===== src/rtl/ringdma_pkg.sv =====
package ringdma_pkg;

  typedef enum logic [1:0] {
    ST_IDLE = 2'd0,
    ST_REQ  = 2'd1,
    ST_WAIT = 2'd2
  } seqState_t;

  // strobes from sequencer to datapath
  typedef struct packed {
    logic latchReq;  // capture address/length/format of a new request
    logic commit;    // apply the completion to the counters
  } pathStrobe_t;

endpackage


===== src/rtl/ringdma_ctrl.sv =====
module ringdma_ctrl
  import ringdma_pkg::*;
(
  input  logic        clk,
  input  logic        rstN,
  input  logic        grantValid,
  input  logic        chanEnable,
  input  logic        chanPause,
  input  logic        canStart,
  input  logic        doneValid,
  input  logic        expiryNow,
  input  logic        intEnable,
  input  logic        irqPending,
  output pathStrobe_t strobe,
  output logic        xferValid,
  output logic        busy,
  output logic        irqSet,
  output logic        lostIrq
);

  seqState_t state, stateNext;

  always_comb begin
    strobe.latchReq = (state == ST_IDLE) && grantValid && chanEnable &&
                      !chanPause && canStart;
    strobe.commit   = (state == ST_WAIT) && doneValid;
  end

  always_comb begin
    stateNext = state;
    unique case (state)
      ST_IDLE: if (strobe.latchReq) stateNext = ST_REQ;
      ST_REQ:  stateNext = ST_WAIT;
      ST_WAIT: if (strobe.commit) stateNext = ST_IDLE;
      default: stateNext = ST_IDLE;
    endcase
  end

  always_ff @(posedge clk or negedge rstN) begin
    if (!rstN) begin
      state   <= ST_IDLE;
      irqSet  <= 1'b0;
      lostIrq <= 1'b0;
    end else begin
      state   <= stateNext;
      irqSet  <= strobe.commit && expiryNow && intEnable;
      lostIrq <= strobe.commit && expiryNow && intEnable && irqPending;
    end
  end

  assign xferValid = (state == ST_REQ);
  assign busy      = (state != ST_IDLE);

  // a request lasts one cycle only
  assert_single_req_R12: assert property (@(posedge clk) disable iff (!rstN)
    xferValid |=> !xferValid);

  // idle channel that is disabled or paused raises no request
  assert_idle_gate_R6: assert property (@(posedge clk) disable iff (!rstN)
    (!busy && (!chanEnable || chanPause)) |=> !xferValid);

  // a lost interrupt always comes with the set pulse
  assert_lost_with_set_R11: assert property (@(posedge clk) disable iff (!rstN)
    lostIrq |-> irqSet);

  // interrupt set is a single-cycle pulse
  assert_irq_pulse_R10: assert property (@(posedge clk) disable iff (!rstN)
    irqSet |=> !irqSet);

endmodule


===== src/rtl/ringdma_path.sv =====
module ringdma_path
  import ringdma_pkg::*;
#(
  parameter int ADDR_W  = 32,
  parameter int IDX_W   = 16,
  parameter int GRANT_W = 16
) (
  input  logic               clk,
  input  logic               rstN,
  input  logic               frameAddrWe,
  input  logic [ADDR_W-1:0]  frameAddrIn,
  input  logic               frameCntWe,
  input  logic [2*IDX_W-1:0] frameCntIn,
  input  logic               sampCntWe,
  input  logic [IDX_W-1:0]   sampCntIn,
  input  logic               stereo,
  input  logic               wide16,
  input  logic               loopStop,
  input  logic [GRANT_W-1:0] grantBytes,
  input  logic [GRANT_W-1:0] doneBytes,
  input  pathStrobe_t        strobe,
  output logic               canStart,
  output logic               expiryNow,
  output logic [ADDR_W-1:0]  xferAddr,
  output logic [GRANT_W-1:0] xferLen,
  output logic [2*IDX_W-1:0] frameCntOut,
  output logic [2*IDX_W-1:0] sampCntOut,
  output logic [1:0]         leftoverOut
);

  localparam int SAMP_W = IDX_W + 3;
  localparam int CMP_W  = ((SAMP_W > GRANT_W) ? SAMP_W : GRANT_W) + 1;

  logic [ADDR_W-1:0]  frameAddrQ;
  logic [IDX_W-1:0]   indexQ, sizeQ, curQ, reloadQ;
  logic [1:0]         leftQ;
  logic [1:0]         shiftQ;
  logic [CMP_W-1:0]   sampBytesQ;

  // request side
  logic [1:0]         shiftNow;
  logic [GRANT_W-1:0] roundedGrant;
  logic [CMP_W-1:0]   bufLeft, sampBytesNow, firstMin, lenWide;
  logic [ADDR_W-1:0]  addrNow;

  always_comb begin
    shiftNow     = {1'b0, stereo} + {1'b0, wide16};
    roundedGrant = (grantBytes >> shiftNow) << shiftNow;
    bufLeft      = ((CMP_W'(sizeQ) - CMP_W'(indexQ) + CMP_W'(1)) << 2) + CMP_W'(leftQ);
    sampBytesNow = (CMP_W'(curQ) + CMP_W'(1)) << shiftNow;
    firstMin     = (CMP_W'(roundedGrant) < bufLeft) ? CMP_W'(roundedGrant) : bufLeft;
    lenWide      = (firstMin < sampBytesNow) ? firstMin : sampBytesNow;
    addrNow      = frameAddrQ + (ADDR_W'(indexQ) << 2) + ADDR_W'(leftQ);
    canStart     = (sizeQ >= indexQ) && (roundedGrant != '0);
  end

  // completion side
  logic [CMP_W-1:0] movedW, totalW, stepIdx, partCnt;
  logic [IDX_W-1:0] wrapIdx;

  always_comb begin
    movedW    = CMP_W'(doneBytes);
    totalW    = movedW + CMP_W'(leftQ);
    stepIdx   = CMP_W'(indexQ) + (totalW >> 2);
    expiryNow = (movedW == sampBytesQ);
    partCnt   = (sampBytesQ - movedW - CMP_W'(1)) >> shiftQ;
    wrapIdx   = (stepIdx <= CMP_W'(sizeQ)) ? IDX_W'(stepIdx) : '0;
  end

  always_ff @(posedge clk or negedge rstN) begin
    if (!rstN) begin
      frameAddrQ <= '0;
      indexQ     <= '0;
      sizeQ      <= '0;
      curQ       <= '0;
      reloadQ    <= '0;
      leftQ      <= '0;
      shiftQ     <= '0;
      sampBytesQ <= '0;
      xferAddr   <= '0;
      xferLen    <= '0;
    end else begin
      if (strobe.latchReq) begin
        xferAddr   <= addrNow;
        xferLen    <= GRANT_W'(lenWide);
        shiftQ     <= shiftNow;
        sampBytesQ <= sampBytesNow;
      end
      if (strobe.commit) begin
        leftQ <= 2'(totalW);
        if (!loopStop) indexQ <= wrapIdx;
        curQ  <= expiryNow ? reloadQ : IDX_W'(partCnt);
      end
      // register writes take priority over a same-cycle completion
      if (frameAddrWe) frameAddrQ <= frameAddrIn;
      if (frameCntWe) begin
        indexQ <= frameCntIn[2*IDX_W-1:IDX_W];
        sizeQ  <= frameCntIn[IDX_W-1:0];
        leftQ  <= '0;
      end
      if (sampCntWe) begin
        curQ    <= sampCntIn;
        reloadQ <= sampCntIn;
      end
    end
  end

  assign frameCntOut = {indexQ, sizeQ};
  assign sampCntOut  = {curQ, reloadQ};
  assign leftoverOut = leftQ;

  // request length is nonzero and whole samples
  assert_len_aligned_R4: assert property (@(posedge clk) disable iff (!rstN)
    strobe.latchReq |=> (xferLen != '0) && (((xferLen >> shiftQ) << shiftQ) == xferLen));

  // in loop mode the index never rests beyond the buffer after a completion
  assert_wrap_in_range_R8: assert property (@(posedge clk) disable iff (!rstN)
    (strobe.commit && !loopStop && !frameCntWe) |=> (indexQ <= sizeQ));

  // stop mode keeps the index
  assert_stop_keeps_idx_R8: assert property (@(posedge clk) disable iff (!rstN)
    (strobe.commit && loopStop && !frameCntWe) |=> $stable(indexQ));

endmodule


===== src/rtl/audio_ring_dma_counter.sv =====
module audio_ring_dma_counter
  import ringdma_pkg::*;
#(
  parameter int ADDR_W  = 32,
  parameter int IDX_W   = 16,
  parameter int GRANT_W = 16
) (
  input  logic               clk,
  input  logic               rstN,
  input  logic               frameAddrWe,
  input  logic [ADDR_W-1:0]  frameAddrIn,
  input  logic               frameCntWe,
  input  logic [2*IDX_W-1:0] frameCntIn,
  input  logic               sampCntWe,
  input  logic [IDX_W-1:0]   sampCntIn,
  input  logic               chanEnable,
  input  logic               chanPause,
  input  logic               loopStop,
  input  logic               stereo,
  input  logic               wide16,
  input  logic               intEnable,
  input  logic               irqPending,
  input  logic               grantValid,
  input  logic [GRANT_W-1:0] grantBytes,
  output logic               xferValid,
  output logic [ADDR_W-1:0]  xferAddr,
  output logic [GRANT_W-1:0] xferLen,
  input  logic               doneValid,
  input  logic [GRANT_W-1:0] doneBytes,
  output logic               busy,
  output logic               irqSet,
  output logic               lostIrq,
  output logic [2*IDX_W-1:0] frameCntOut,
  output logic [2*IDX_W-1:0] sampCntOut,
  output logic [1:0]         leftoverOut
);

  pathStrobe_t strobe;
  logic        canStart;
  logic        expiryNow;

  ringdma_ctrl i_ctrl (
    .clk        (clk),
    .rstN       (rstN),
    .grantValid (grantValid),
    .chanEnable (chanEnable),
    .chanPause  (chanPause),
    .canStart   (canStart),
    .doneValid  (doneValid),
    .expiryNow  (expiryNow),
    .intEnable  (intEnable),
    .irqPending (irqPending),
    .strobe     (strobe),
    .xferValid  (xferValid),
    .busy       (busy),
    .irqSet     (irqSet),
    .lostIrq    (lostIrq)
  );

  ringdma_path #(
    .ADDR_W  (ADDR_W),
    .IDX_W   (IDX_W),
    .GRANT_W (GRANT_W)
  ) i_path (
    .clk         (clk),
    .rstN        (rstN),
    .frameAddrWe (frameAddrWe),
    .frameAddrIn (frameAddrIn),
    .frameCntWe  (frameCntWe),
    .frameCntIn  (frameCntIn),
    .sampCntWe   (sampCntWe),
    .sampCntIn   (sampCntIn),
    .stereo      (stereo),
    .wide16      (wide16),
    .loopStop    (loopStop),
    .grantBytes  (grantBytes),
    .doneBytes   (doneBytes),
    .strobe      (strobe),
    .canStart    (canStart),
    .expiryNow   (expiryNow),
    .xferAddr    (xferAddr),
    .xferLen     (xferLen),
    .frameCntOut (frameCntOut),
    .sampCntOut  (sampCntOut),
    .leftoverOut (leftoverOut)
  );

endmodule


===== config.mk =====
export PLATFORM = sky130hd
export DESIGN_NAME = audio_ring_dma_counter
export DESIGN_NICKNAME = d
export VERILOG_FILES = /design/src/rtl/ringdma_pkg.sv /design/src/rtl/ringdma_ctrl.sv /design/src/rtl/ringdma_path.sv /design/src/rtl/audio_ring_dma_counter.sv
export SDC_FILE = /design/constraint.sdc
export NUM_CORES = 1
export LEC_CHECK = 0
export CAP_MARGIN = 15
export CORE_UTILIZATION = 50
export DETAILED_ROUTE_END_ITERATION = 16
export PLACE_DENSITY = 0.76
export SYNTH_ARGS = -nofsm -noshare
export SYNTH_HDL_FRONTEND = slang
export SYNTH_SLANG_ARGS = --single-unit

===== constraint.sdc =====
create_clock -name clk -period 18.8 [get_ports clk]
set_input_delay 5.64 -clock clk [delete_from_list [all_inputs] [get_ports clk]]
set_output_delay 5.64 -clock clk [all_outputs]
set_load 0.05 [all_outputs]

## Word-level counts from Yosys, hierarchy flattened

Index checks and enable logic that the tools add are counted.

- Reductions and logical operators: 17
- Order comparisons: 4
- Add/subtract/negate cells: 11
- Equal/unequal tests: 6
- Multiplexer cells: 14
- Shifts and indexed selects: 4

Operators by type and width:

| operator | number |
|---|---|
| two-way mux 16 bit | 8 |
| adder 32 x 18 -> 32 bit | 1 |
| adder 32 x 2 -> 32 bit | 1 |
| adder 20 x 2 -> 20 bit | 1 |
| == test 16 x 20 -> 1 bit | 1 |
| less-or-equal comparator 20 x 16 -> 1 bit | 1 |
| < comparator 16 x 20 -> 1 bit | 1 |
| < comparator 20 bit | 1 |
| two-way mux 20 bit | 1 |
| left shift 17 x 2 -> 20 bit | 1 |
| >> shifter 20 x 2 -> 16 bit | 1 |
| subtractor 20 x 1 -> 20 bit (second input constant) | 1 |
| subtractor 20 x 16 -> 20 bit | 1 |
| adder 16 x 18 -> 19 bit | 1 |
| adder 18 x 1 -> 18 bit (second input constant) | 1 |
| adder 16 x 1 -> 17 bit (second input constant) | 1 |
| adder 16 x 2 -> 17 bit | 1 |
| subtractor 16 x 16 -> 17 bit | 1 |
| >= comparator 16 bit | 1 |
| nonzero test 16 bit | 1 |
| left shift 16 x 2 -> 16 bit | 1 |
| >> shifter 16 x 2 -> 16 bit | 1 |
| logical AND 1 bit | 9 |
| two-way mux 2 bit | 4 |
| other kinds (10) | 14 |

- Logic and storage cells: 69
- Input port bits: 126
- Bits in registers: 172
- Output and inout port bits: 118

## Longest topological paths before layout

- Word-level depth: 8
- Depth in mapped cells: 34
- Gate-level depth less buffers: 30

## Hierarchy

Synthesis repeated with hierarchy kept, for this count alone.

- Cells, all modules: 1587
- Area total of the unflattened synthesis: 13940.9 µm²

Modules (own cells, without submodules):

| module | times used | cells an instance | seq. area each (µm²) | area each (µm²) |
|---|---|---|---|---|
| ringdma_path | 1 | 1571 | 4204.0 | 13767.0 |
| ringdma_ctrl | 1 | 16 | 100.1 | 173.9 |

## Least setup slack after synthesis

OpenSTA, ideal clock, no wires.

- Kind: input port to flip-flop
- Start point: input doneBytes[0]
- End point: register i_path.indexQ[15]
- Setup time: 0.090 ns
- Cell stages on the path: 24
- Arrival: 10.493 ns
- Path slack: 8.217 ns
- Required time: 18.710 ns
- Path buffers: 1
- Cell sequence: ha_1 > fa_1 > xor2_1 > ha_1 > inv_1 > fa_1 > nor2b_1 > o21ai_0 > a21boi_0 > o21ai_0 > a21boi_0 > nor2_1 > ha_1 > a21o_1 > a21o_1 > a21o_1 > a221o_1 > a21o_1 > a21o_1 > a221o_1 > a221oi_2 > clkbuf_1 > nand2_1 > o221ai_1

- Word-level cells in the longest chain between the ends: 7

Ends and longest elaborated chain:

| what | line | RTL |
|---|---|---|
| from (decl) | audio_ring_dma_counter.sv:29 | `input logic [GRANT_W-1:0] doneBytes,` |
| adder 16 x 2 -> 17 bit (*) | ringdma_path.sv:63 | `totalW = movedW + CMP_W'(leftQ);` |
| adder 16 x 18 -> 19 bit (*) | ringdma_path.sv:64 | `stepIdx = CMP_W'(indexQ) + (totalW >> 2);` |
| less-or-equal comparator 20 x 16 -> 1 bit | ringdma_path.sv:67 | `wrapIdx = (stepIdx <= CMP_W'(sizeQ)) ? IDX_W'(stepIdx) : '0;` |
| two-way mux 16 bit (*) | ringdma_path.sv:67 |  |
| two-way mux 16 bit (*) | ringdma_path.sv:91 | `if (!loopStop) indexQ <= wrapIdx;` |
| two-way mux 16 bit (*) | ringdma_path.sv:89 | `if (strobe.commit) begin` |
| two-way mux 16 bit (*) | ringdma_path.sv:96 | `if (frameCntWe) begin` |
| to (signal assigned) | ringdma_path.sv:91 |  |
| to (signal assigned) | ringdma_path.sv:97 | `indexQ <= frameCntIn[2*IDX_W-1:IDX_W];` |
| to (decl) | ringdma_path.sv:35 | `logic [IDX_W-1:0] indexQ, sizeQ, curQ, reloadQ;` |

Mark *: on every way between the ends. The rest lies on a longest branch, timed or not. The select of a mux whose other input is x is not followed.
A chain may end at the register's enable or synchronous reset.

## Final worst setup path

- Start point: input stereo
- End point: register i_path.xferLen[12]

- Word-level cells in the longest chain between the ends: 7

Ends and longest elaborated chain:

| what | line | RTL |
|---|---|---|
| from (decl) | audio_ring_dma_counter.sv:19 | `input logic stereo,` |
| adder 1 x 1 -> 2 bit (*) | ringdma_path.sv:47 | `shiftNow = {1'b0, stereo} + {1'b0, wide16};` |
| named net i_path.shiftNow[0] | ringdma_path.sv:41 | `logic [1:0] shiftNow;` |
| >> shifter 16 x 2 -> 16 bit | ringdma_path.sv:48 | `roundedGrant = (grantBytes >> shiftNow) << shiftNow;` |
| left shift 16 x 2 -> 16 bit | ringdma_path.sv:48 |  |
| < comparator 16 x 20 -> 1 bit | ringdma_path.sv:51 | `firstMin = (CMP_W'(roundedGrant) < bufLeft) ? CMP_W'(roundedGrant) : bufLeft;` |
| two-way mux 20 bit | ringdma_path.sv:51 |  |
| < comparator 20 bit | ringdma_path.sv:52 | `lenWide = (firstMin < sampBytesNow) ? firstMin : sampBytesNow;` |
| two-way mux 16 bit | ringdma_path.sv:52 |  |
| to (signal assigned) | ringdma_path.sv:85 | `xferLen <= GRANT_W'(lenWide);` |
| to (decl) | ringdma_path.sv:25 | `output logic [GRANT_W-1:0] xferLen,` |

Mark *: on every way through the listed nets, which the timed path passes. The rest lies on a longest branch.

==> flow_summary.yaml <==
worst_setup_path:
  slowest_stage: "and3_1"
  crit_fanout: 54
  rr_worst_depth: 29
  cp_top_family: "compound AO/OA/AOI/OAI gates"
  rr_startpoint: "i_path.indexQ[4]$_DFFE_PN0P_"
  worst-path-buf-inv: 2
  crit_path_end_kind: "flip-flop"
  criticalPathCategory: "input pin to flip-flop"
  critical_path_required_ps: 19080
  cpPeakStageDelay_ps: 820
  critPathLaunchType: "input pin"
  reg2reg_to: "i_path.xferLen[12]$_DFFE_PN0P_"
  crit_top_cell: "a21o_1"
  r2r_setup_slack_ps: 10750
  cp.arrival_ps: 11930
timing:
  max_slew_margin_pct: 33.47
  setup_viol: 0
  final_max_slew_viol_count: 0
  holdWs_ps: 493.2
  fin_crit_ps: 11650
  final_hold_viol_count: 0
  rsz0062_at_grt: "false"
  fin_worst_skew_ps: 20.56
  final.setup.tns_ps: 0
  fmax_mhz: 85.85
  post-route-period-util_pct: 61.96
  tightest_slew_ps: 998.0
placed_design:
  port-buffer-count: 243
  dp_hpwl_um: 34440
  globalplace.congestion: 0.9603
power_and_ir_drop:
  ir_drop_mv: 0.09981
  p_total_uw: 2461
  cellLeakagePower_uw: 0.007672
  power.density_mw_per_mm2: 142.0
cts:
  cts_hold_buf: 0
  htreeDepth: 4
  cts.clk_slew.worst_paths_ps: 80
  numClockSinks: 172
  cts_setup_buffers: 0
  cts-buffers-inserted: 17
  cts_root_buf: "clkbuf_16"
  cts_buffer_depth: 2
  cts-resized-gates: 0
  cts_tree: "built"
  clk_latency_ps: 440
worst_hold_path:
  hold_start: "i_path.xferAddr[1]$_DFFE_PN0P_"
  worstHoldPathType: "flip-flop to flip-flop"
  hold_end: "i_path.xferAddr[1]$_DFFE_PN0P_"
  min_delay_path_depth: 2
detailed_routing:
  wl_met1_um: 20040
  wl_met2_um: 21790
  drcViolationCount: 0
  drtPass1Iterations: 6
  maxUsedRoutingLayer: "met5"
  dr_wl_met3_um: 2871
  via_per_inst: 5.978
  via_count: 13530
  final_antenna_net_count: 0
  first_iter_violations: 1364
  wl_per_cell_um: 20.11
  drt_wl_total_um: 45510
synthesis:
  synth-edff-count: 0
  synthSimpleGateAreaFrac_pct: 19.13
  seq_area_frac_synth_pct: 30.53
  avgSynthCellArea_um2: 8.352
  synth_xor_area_share_pct: 4.721
  synthCells: 1688
  synth_area_leaders: "dfrtp_1 (31%), ha_1 (11%), nand2_1 (4.9%)"
  synth_largest_area_cell: "dfrtp_1"
  synthArstFlopShare_pct: 100.0
  yosys_warnings: 0
  ys_ff_latch: 172
  synth_cell_types: 85
  yosys-mux-area-fraction_pct: 5.866
  syn-cell-area_mm2: 0.01410
  yosys.area_share.adder_pct: 11.36
  netlist_top_cells_count: "nand2_1 (183), dfrtp_1 (172), ha_1 (120), inv_1 (115)"
  synth.most_common_cell: "nand2_1"
  synth_top_area_share_pct: 30.53
  synthFlopType: "dfrtp_1"
  synth_compound_area_share_pct: 22.59
  synth_top_family_by_area: "compound AO/OA/AOI/OAI gates"
global_route:
  grt_use_total_pct: 31.59
  grt_max_degree: 105
  first_global_vias: 12840
  grt_overflow: 0
  antenna_found_initial: 1
  grt_pass1_wl_um: 70860
die:
  die-area_mm2: 0.02887
  core-area_mm2: 0.02778
  io_pins: 244
  start_util_pct: 50.75
  die_w_um: 169.9
  row_count: 61
  die_y_um: 169.9
final_layout:
  nets: 2123
  area_growth_pct: 22.99
  num_antenna_cells: 0
  layout-drive-gt1-share_pct: 6.897
run_status:
  outcome: "finished, final reports clean"
flow_run:
  maxCapViolCount: 0
## registers in the layout, indices dropped and copies added, names as in the netlist
signal              count
i_path.sizeQ           16
i_path.frameAddrQ      32
i_ctrl.state            2
i_path.leftoverOut      2
i_ctrl.lostIrq          1
i_path.shiftQ           2
i_path.indexQ          16
i_path.sampBytesQ      20
i_path.curQ            16
i_path.xferLen         16
i_path.xferAddr        32
i_ctrl.irqSet           1
i_path.reloadQ         16
## kinds of logic after synthesis
| group | after synthesis |
|---|---|
| and+or+nand+nor | 556 |
| muxes | 72 |
| other | 1 |
| buffers and inverters | 208 |
| AOI/OAI and AO/OA | 478 |
| xor gates and xnor gates | 76 |
| adders and majority gates | 125 |
| DFF | 172 |
## worst max-delay path by stage
stage | from | to | slack (ps) | depth (start not counted)
after floorplan | doneBytes[0] | i_path.indexQ[15]$_DFFE_PN0P_ | 8220 | 24
after CTS | stereo | i_path.xferLen[12]$_DFFE_PN0P_ | 7200 | 25
after detailed placement | stereo | i_path.xferLen[12]$_DFFE_PN0P_ | 6760 | 25
final | stereo | i_path.xferLen[12]$_DFFE_PN0P_ | 7150 | 25
after global routing | stereo | i_path.xferLen[7]$_DFFE_PN0P_ | 6700 | 25
after global placement | stereo | i_path.xferLen[12]$_DFFE_PN0P_ | 6830 | 25
## cell usage in the layout, fill, tap and decap left out, drive strengths merged, types with 7 or more instances in the layout
master / n
mux2i: 23
xnor2: 49
inv: 122
ha: 120
o21a: 15
a22oi: 8
clkdlybuf4s50: 242
clkinv: 8
nor2b: 14
o31ai: 14
nand2: 183
buf: 13
nand2b: 10
o311ai: 8
xor2: 27
dfrtp: 172
a211oi: 22
a222oi: 9
o21ai: 115
a31oi: 19
a221o: 7
nand4: 19
and2: 22
nor2: 114
mux2: 45
nor4: 13
nor3: 44
clkbuf: 17
and3: 30
a21boi: 9
o211ai: 18
nand3: 54
a21oi: 114
or2: 12
a21o: 57
or3: 19
## per-layer routing
metal | GRT usage, % | vias to the layer above
met4 | 7.521 | 2
met5 | 0 | -
met2 | 54.33 | 536
li1 | - | 6449
met1 | 42.19 | 6492
met3 | 3.814 | 49
## stage by stage
stage	area, µm²	worst slack (ps)	cells	utilization (%)
2_1_floorplan	14110	8217	1691	-
3_3_place_gp	16740	6831	2231	60.26
3_5_place_dp	16740	6756	2231	60.26
4_1_cts	17340	7204	2263	62.41
5_1_grt	17340	6698	2263	62.41
6_report	17340	7151	2263	62.41
## worst register-to-register path: cells and delay by family, from the launching register on
kind	cells	cell delay (ps)
simple gates	10	3230
compound gates	13	2560
fa+ha+maj	3	970
flops	1	560
xor+xnor	2	470
buf+inv	1	90
## report_power, final
group	internal [µW]	total, µW	switching (µW)
clock	180	367	187
combinational	580	1490	914
sequential	469	600	131
## layout make-up
class                           instances  area (µm²)
Clock buffer                           17       425.4
Tap cell                              378       473.0
Timing Repair Buffer                  255        2524
Fill cell                            2466       10440
Sequential cell                       172        4304
Inverter                              115       431.7
Multi-Input combinational cell       1311        9009
Clock inverter                         15       172.7
Power figures use the tool's default switching activity.
